File: config.mk
export PLATFORM = sky130hd
export DESIGN_NAME = tx_desc_walker
export DESIGN_NICKNAME = d
export VERILOG_FILES = /design/src/rtl/tdw_pkg.sv /design/src/rtl/tdw_ptr.sv /design/src/rtl/tdw_status.sv /design/src/rtl/tdw_fsm.sv /design/src/rtl/tx_desc_walker.sv
export SDC_FILE = /design/constraint.sdc
export NUM_CORES = 1
export LEC_CHECK = 0
export BUFFER_PORTS_ARGS = -buffer_cell sky130_fd_sc_hd__buf_2
export CAP_MARGIN = 20
export CORE_ASPECT_RATIO = 1.5
export CORE_MARGIN = 2
export CORE_UTILIZATION = 51
export CTS_BUF_LIST = sky130_fd_sc_hd__clkbuf_4 sky130_fd_sc_hd__clkbuf_8 sky130_fd_sc_hd__clkbuf_16
export DETAILED_ROUTE_END_ITERATION = 8
export PLACE_DENSITY = 0.8
export SLEW_MARGIN = 20
export SYNTH_ARGS = -nofsm -noshare
export SYNTH_HDL_FRONTEND = slang
export SYNTH_SLANG_ARGS = --single-unit
File: constraint.sdc
create_clock -name clk -period 3.35 [get_ports clk]
set_input_delay 0.335 -clock clk [delete_from_list [all_inputs] [get_ports clk]]
set_output_delay 0.335 -clock clk [all_outputs]
set_load 0.02 [all_outputs]
File: src/rtl/tdw_pkg.sv
// Package: shared state type and descriptor bit positions for the walker.
// Assumes descriptors are four little-endian 32-bit words on 16-byte bounds.
package tdw_pkg;
    typedef enum logic [2:0] {
        S_IDLE, S_RD0, S_RD1, S_RD2, S_RD3, S_MOVE, S_WB
    } walk_state_t;

    localparam int unsigned OWN_BIT   = 31;
    localparam int unsigned IRQ_BIT   = 31;
    localparam int unsigned CHAIN_BIT = 24;
endpackage

File: src/rtl/tdw_ptr.sv
// Current-descriptor pointer register.
// Assumes load and advance are never requested in the same cycle.
module tdw_ptr #(
    parameter int unsigned AW = 32
) (
    input  logic          clk,
    input  logic          rst_n,
    input  logic          load,
    input  logic [AW-1:0] load_val,
    input  logic          adv,
    input  logic [AW-1:0] adv_val,
    output logic [AW-1:0] cur
);
    // Hold the pointer; host load or walk advance replaces it.
    always_ff @(posedge clk) begin
        if (!rst_n)     cur <= '0;
        else if (load)  cur <= load_val;
        else if (adv)   cur <= adv_val;
    end

    p_ptr_excl_r8: assert property (@(posedge clk) disable iff (!rst_n)
        !(load && adv));
endmodule

File: src/rtl/tdw_status.sv
// Condenses the mover's raw status into the descriptor word-0 format:
// masked error bits low, error summary at bit 15, ownership clear.
module tdw_status #(
    parameter int unsigned SW   = 16,
    parameter logic [15:0] MASK = 16'h4302
) (
    input  logic [SW-1:0] raw,
    output logic [31:0]   word
);
    logic [15:0] kept;

    // Mask raw status and build the summary bit.
    always_comb begin
        kept = 16'(raw) & MASK;
        word = {16'h0000, |kept, kept[14:0]};
    end
endmodule

File: src/rtl/tdw_fsm.sv
// Walk sequencer: fetches descriptor words, hands work to the mover,
// writes status back and computes the next pointer.
// Assumes memory read data is valid in the cycle mem_ack is high.
module tdw_fsm
    import tdw_pkg::*;
#(
    parameter int unsigned AW    = 32,
    parameter int unsigned LEN_W = 11
) (
    input  logic             clk,
    input  logic             rst_n,
    input  logic             poll_wr,
    input  logic [AW-1:0]    cur_ptr,
    input  logic             mem_ack,
    input  logic [31:0]      mem_rdata,
    input  logic             mv_done,
    input  logic [31:0]      fmt_word,
    output logic             mem_req,
    output logic             mem_we,
    output logic [3:0]       mem_off,
    output logic [31:0]      mem_wdata,
    output logic             mv_req,
    output logic [AW-1:0]    mv_addr,
    output logic [LEN_W-1:0] mv_len,
    output logic             adv,
    output logic [AW-1:0]    adv_val,
    output logic             irq,
    output logic             suspended,
    output logic             busy
);
    localparam logic [AW-1:0] DESC_BYTES = AW'(16);

    walk_state_t state;
    logic [31:0] ctl_q;
    logic [AW-1:0] buf_q;
    logic [AW-1:0] link_q;
    logic [31:0] stat_q;

    // Sequence state, capture descriptor words and status, flag pulses.
    always_ff @(posedge clk) begin
        if (!rst_n) begin
            state     <= S_IDLE;
            ctl_q     <= '0;
            buf_q     <= '0;
            link_q    <= '0;
            stat_q    <= '0;
            irq       <= 1'b0;
            suspended <= 1'b0;
        end else begin
            irq <= 1'b0;
            case (state)
                S_IDLE: if (poll_wr) begin
                    state     <= S_RD0;
                    suspended <= 1'b0;
                end
                S_RD0: if (mem_ack) begin
                    if (mem_rdata[OWN_BIT]) state <= S_RD1;
                    else begin
                        state     <= S_IDLE;
                        suspended <= 1'b1;
                    end
                end
                S_RD1: if (mem_ack) begin
                    ctl_q <= mem_rdata;
                    state <= S_RD2;
                end
                S_RD2: if (mem_ack) begin
                    buf_q <= AW'(mem_rdata);
                    state <= S_RD3;
                end
                S_RD3: if (mem_ack) begin
                    link_q <= AW'(mem_rdata);
                    if (ctl_q[LEN_W-1:0] == '0) begin
                        stat_q <= '0;
                        state  <= S_WB;
                    end else begin
                        state <= S_MOVE;
                    end
                end
                S_MOVE: if (mv_done) begin
                    stat_q <= fmt_word;
                    state  <= S_WB;
                end
                S_WB: if (mem_ack) begin
                    irq   <= ctl_q[IRQ_BIT];
                    state <= S_RD0;
                end
                default: state <= S_IDLE;
            endcase
        end
    end

    // Drive memory and mover requests from the current state.
    always_comb begin
        mem_req   = 1'b0;
        mem_we    = 1'b0;
        mem_off   = 4'd0;
        mem_wdata = stat_q;
        mv_req    = 1'b0;
        case (state)
            S_RD0:  mem_req = 1'b1;
            S_RD1:  begin mem_req = 1'b1; mem_off = 4'd4;  end
            S_RD2:  begin mem_req = 1'b1; mem_off = 4'd8;  end
            S_RD3:  begin mem_req = 1'b1; mem_off = 4'd12; end
            S_WB:   begin mem_req = 1'b1; mem_we = 1'b1;   end
            S_MOVE: mv_req = 1'b1;
            default: ;
        endcase
    end

    // Next pointer: link word when chained, else the following slot.
    always_comb begin
        adv     = (state == S_WB) && mem_ack;
        adv_val = ctl_q[CHAIN_BIT] ? link_q : cur_ptr + DESC_BYTES;
        mv_addr = buf_q;
        mv_len  = ctl_q[LEN_W-1:0];
        busy    = (state != S_IDLE);
    end

    p_mem_hold_r9: assert property (@(posedge clk) disable iff (!rst_n)
        mem_req && !mem_ack |=> mem_req && $stable(mem_off) && $stable(mem_we) && $stable(mem_wdata));
    p_mv_hold_r9: assert property (@(posedge clk) disable iff (!rst_n)
        mv_req && !mv_done |=> mv_req && $stable(mv_addr) && $stable(mv_len));
    p_no_overlap_r9: assert property (@(posedge clk) disable iff (!rst_n)
        !(mem_req && mv_req));
    p_wb_owner_r6: assert property (@(posedge clk) disable iff (!rst_n)
        mem_req && mem_we |-> !mem_wdata[OWN_BIT]);
    p_susp_quiet_r3: assert property (@(posedge clk) disable iff (!rst_n)
        suspended |-> !mem_req && !mv_req);
    p_irq_pulse_r7: assert property (@(posedge clk) disable iff (!rst_n)
        irq |=> !irq);
    p_wb_then_fetch_r8: assert property (@(posedge clk) disable iff (!rst_n)
        mem_req && mem_we && mem_ack |=> mem_req && !mem_we && mem_off == 4'd0);
    p_len0_skip_r5: assert property (@(posedge clk) disable iff (!rst_n)
        mem_req && mem_off == 4'd12 && mem_ack && mem_rdata == mem_rdata && ctl_q[LEN_W-1:0] == '0
        |=> !mv_req && mem_we);
endmodule

File: src/rtl/tx_desc_walker.sv
// Top: transmit descriptor chain walker. Ties the pointer, sequencer and
// status formatter together and forms the byte address of each access.
// Assumes base_wr is issued only while the walk is stopped.
module tx_desc_walker #(
    parameter int unsigned AW    = 32,
    parameter int unsigned LEN_W = 11,
    parameter int unsigned SW    = 16
) (
    input  logic             clk,
    input  logic             rst_n,
    input  logic             base_wr,
    input  logic [AW-1:0]    base_addr,
    input  logic             poll_wr,
    output logic             mem_req,
    output logic             mem_we,
    output logic [AW-1:0]    mem_addr,
    output logic [31:0]      mem_wdata,
    input  logic             mem_ack,
    input  logic [31:0]      mem_rdata,
    output logic             mv_req,
    output logic [AW-1:0]    mv_addr,
    output logic [LEN_W-1:0] mv_len,
    input  logic             mv_done,
    input  logic [SW-1:0]    mv_status,
    output logic             irq,
    output logic             busy,
    output logic             suspended
);
    logic [AW-1:0] cur_ptr;
    logic [AW-1:0] adv_val;
    logic          adv;
    logic [3:0]    mem_off;
    logic [31:0]   fmt_word;
    logic          load;

    // Host pointer load is accepted only when no walk is running.
    always_comb load = base_wr && !busy;

    tdw_ptr #(.AW(AW)) u_ptr (
        .clk(clk), .rst_n(rst_n),
        .load(load), .load_val(base_addr),
        .adv(adv), .adv_val(adv_val),
        .cur(cur_ptr)
    );

    tdw_status #(.SW(SW)) u_stat (
        .raw(mv_status), .word(fmt_word)
    );

    tdw_fsm #(.AW(AW), .LEN_W(LEN_W)) u_fsm (
        .clk(clk), .rst_n(rst_n), .poll_wr(poll_wr), .cur_ptr(cur_ptr),
        .mem_ack(mem_ack), .mem_rdata(mem_rdata),
        .mv_done(mv_done), .fmt_word(fmt_word),
        .mem_req(mem_req), .mem_we(mem_we), .mem_off(mem_off),
        .mem_wdata(mem_wdata), .mv_req(mv_req), .mv_addr(mv_addr),
        .mv_len(mv_len), .adv(adv), .adv_val(adv_val), .irq(irq),
        .suspended(suspended), .busy(busy)
    );

    // Byte address of the word being accessed.
    always_comb mem_addr = cur_ptr + AW'(mem_off);

    p_busy_walk_r10: assert property (@(posedge clk) disable iff (!rst_n)
        (mem_req || mv_req) |-> busy);
    p_fetch_start_r2: assert property (@(posedge clk) disable iff (!rst_n)
        !busy && poll_wr |=> mem_req && !mem_we && mem_addr == $past(cur_ptr));
endmodule

==> results.json <==
{
  "status": "finished clean",
  "ioPinCount": 199,
  "synth_top_family_by_area": "simple AND/OR/NAND/NOR gates",
  "synth_top_cell_by_area": "dfxtp_1",
  "yosysSeqAreaShare": 0.373,
  "port_buffers": 159,
  "area_delta_synth_final_pct": 18.9,
  "fin_skew_ns": 0.00891,
  "grt_max_degree": 97,
  "synthFlopType": "dfxtp_1",
  "start_kind": "register",
  "synth_xor_area_frac": 0.0480,
  "max_stage_delay_ns": 0.56,
  "muxShareOfSynthArea": 0.0221,
  "finalSetupViolations": 0,
  "swShare": 0.317,
  "cts-resized-gates": 0,
  "num_antenna_cells": 0,
  "p_sw_uw": 1300,
  "synthCells": 834,
  "drc": 0,
  "syn_avg_cell_area_um2": 7.66,
  "firstDrtPassIters": 5,
  "ctsLongestPathBuffers": 2,
  "synth_top_cell_area_share": 0.373,
  "pwr-share-clk": 0.426,
  "min_path_type": "input pin to register",
  "synth_fa_ha_area_frac": 0.00901,
  "clk_pin_slew_ns": 0.06,
  "yosysWarnings": 0,
  "core_mm2": 0.0123,
  "post_drt_wl_per_cell_um": 16.7,
  "worstMarginPinSlew_ns": 0.754,
  "fin_crit_sh": 0.905,
  "postCtsHoldBufs": 0,
  "insertion_delay_ns": 0.42,
  "cts_tree": "built",
  "pwr-share-comb": 0.181,
  "vdd_drop_max_mv": 0.420,
  "die_x_um": 95.4,
  "relSlewSlack": 0.495,
  "vias": 6374,
  "cp.arrival_ns": 2.70,
  "synthDistinctLibCells": 67,
  "synth-seq-cells": 119,
  "synthTopCellsByCount": "nand2_1 (200), dfxtp_1 (119), a21oi_1 (100), buf_4 (45), clkbuf_1 (45)",
  "grt_pass1_vias": 5869,
  "grt_antenna_before_repair": 0,
  "power_frac_seq": 0.393,
  "start_util": 0.518,
  "layout-drive-gt1-share": 0.240,
  "fin_tns_setup_ns": 0,
  "powerDensity_mw_per_mm2": 541,
  "cts_sinks": 119,
  "hold_viol": 0,
  "path_max_fanout": 10,
  "die-height_um": 141,
  "dieArea_mm2": 0.0134,
  "vias_per_cell": 5.73,
  "gp_congestion": 1.01,
  "maxCapViolations": 0,
  "drtIter0Drc": 528,
  "async_reset_ff_frac": 0,
  "nets": 1033,
  "critPathSlowestCell": "or3_1",
  "yosysMostFrequentCell": "nand2_1",
  "yosys-top-cells-area": "dfxtp_1 (37%), nand2_1 (12%), a21oi_1 (7.8%)",
  "synth_compound_area_frac": 0.184,
  "cts_buffers": 17,
  "grt_util_all_layers": 0.279,
  "power.internal_uw": 2800,
  "cts_root_buffer": "clkbuf_16",
  "hpwl_um": 13200,
  "p_total_uw": 4100,
  "utilization": 0.616,
  "cts_max_level": 4,
  "leakage_uw": 0.00309,
  "fp-row-count": 50,
  "drv_slew": 0,
  "cp.required_ns": 3.01,
  "max_freq_mhz": 330,
  "rsz0062_at_grt": "no",
  "post-route-min-period_ns": 3.03,
  "synth_edf_count": 0,
  "crit_chain": "and4_1, nand2_2, or3_1, nor3_2, xor2_1, buf_2",
  "grt_first_pass_wirelength_um": 29500,
  "end_kind": "output port",
  "wl_um": 18600,
  "grt-ovfl-total": 0,
  "syn-cell-area_mm2": 0.00638,
  "antenna_left": 0,
  "worstSetupPathType": "register to output port",
  "synth_simple_gate_area_frac": 0.260,
  "post_cts_buffers": 0
}
-- per-layer routing --
metal  GRT usage  routed length, um  vias up
met2       0.460               9290      311
met4       0.118                649        0
li1            -                  -     3073
met5           0                  0        -
met1       0.346               7200     2934
met3      0.0599               1460       56
-- kinds of logic (layout without fill, tap and decap cells) --
family / Yosys count / in the layout
buffers and inverters: 122 / 218
XOR/XNOR: 35 / 35
AO/OA/AOI/OAI: 191 / 191
adder cells (fa/ha/maj): 4 / 4
other: 1 / 27
multiplexers: 14 / 14
flip-flops: 119 / 119
AND/OR/NAND/NOR: 348 / 348
-- power groups by stage --
stage | Combinational (uW) | Sequential, uW | Clock, uW
floorplan | 589 | 1580 | 0
global placement | 726 | 1630 | 0
detailed placement | 734 | 1640 | 0
CTS | 740 | 1610 | 1750
global route | 805 | 1630 | 1830
finish | 744 | 1610 | 1750
-- flip-flops by register name, indices dropped and copies added (netlist names) --
name / cells
u_fsm.link_q: 32
u_fsm.mv_addr: 32
u_ptr.cur: 32
u_fsm.ctl_q: 13
u_fsm.mem_wdata: 5
u_fsm.state: 3
u_fsm.irq: 1
u_fsm.suspended: 1
-- area by class of cell --
cell class / instances / area [um^2]
tap: 156 / 195
clock buffer: 17 / 425
clock inverter: 15 / 141
multi-input combinational: 619 / 3460
inverter: 6 / 22.5
sequential: 119 / 2380
fill: 1134 / 4740
timing repair buffer: 180 / 966
-- worst max-delay path, delay by kind of cell, from the launching register on --
family / cells / cell delay (ns)
flip-flops: 1 / 0.54
buffers and inverters: 1 / 0.21
AND/OR/NAND/NOR: 4 / 1.32
XOR/XNOR: 1 / 0.21
-- per-stage QoR --
stage / hold WS (ns) / instances / cell area (um^2) / setup WS [ns]
floorplan: 0.432 / 860 / 6480 / 0.373
global placement: 0.438 / 1080 / 7020 / 0.848
detailed placement: 0.443 / 1080 / 7020 / 0.805
CTS: 0.145 / 1112 / 7590 / 0.362
global route: 0.149 / 1112 / 7590 / 0.162
finish: 0.140 / 1112 / 7590 / 0.319
-- worst paths after layout --
kind	to	slack (ns)	start	cells past startpoint
worst max-delay path	mem_addr[31]	0.32	u_ptr.cur[20]$_SDFFE_PN0P_	6
worst min-delay path	u_ptr.cur[12]$_SDFFE_PN0P_	0.14	base_addr[12]	3
worst max register to register	u_ptr.cur[25]$_SDFFE_PN0P_	1.04	u_fsm.state[0]$_SDFFE_PN0P_	6
worst min register to register	u_fsm.mv_addr[4]$_SDFFE_PN0P_	0.45	u_fsm.mv_addr[4]$_SDFFE_PN0P_	2
-- cells in the final DEF, fill, tap and decap left out, types with 5 or more instances in the layout --
cell and count:
inv_6 6, nor3_1 13, nand2_1 200, buf_4 20, and4_1 9, o211ai_1 5
a211oi_1 6, mux2i_1 13, a21oi_1 100, o221ai_1 14, nand2b_1 5, xnor2_1 20
buf_2 159, nor2_1 24, o21ai_0 22, nor4_1 9, and3_1 8, dfxtp_1 119
conb_1 27, xor2_1 15, clkbuf_16 17, nand4_1 13, nand3_1 31
Note: power is estimated with default switching activity, not from simulation.
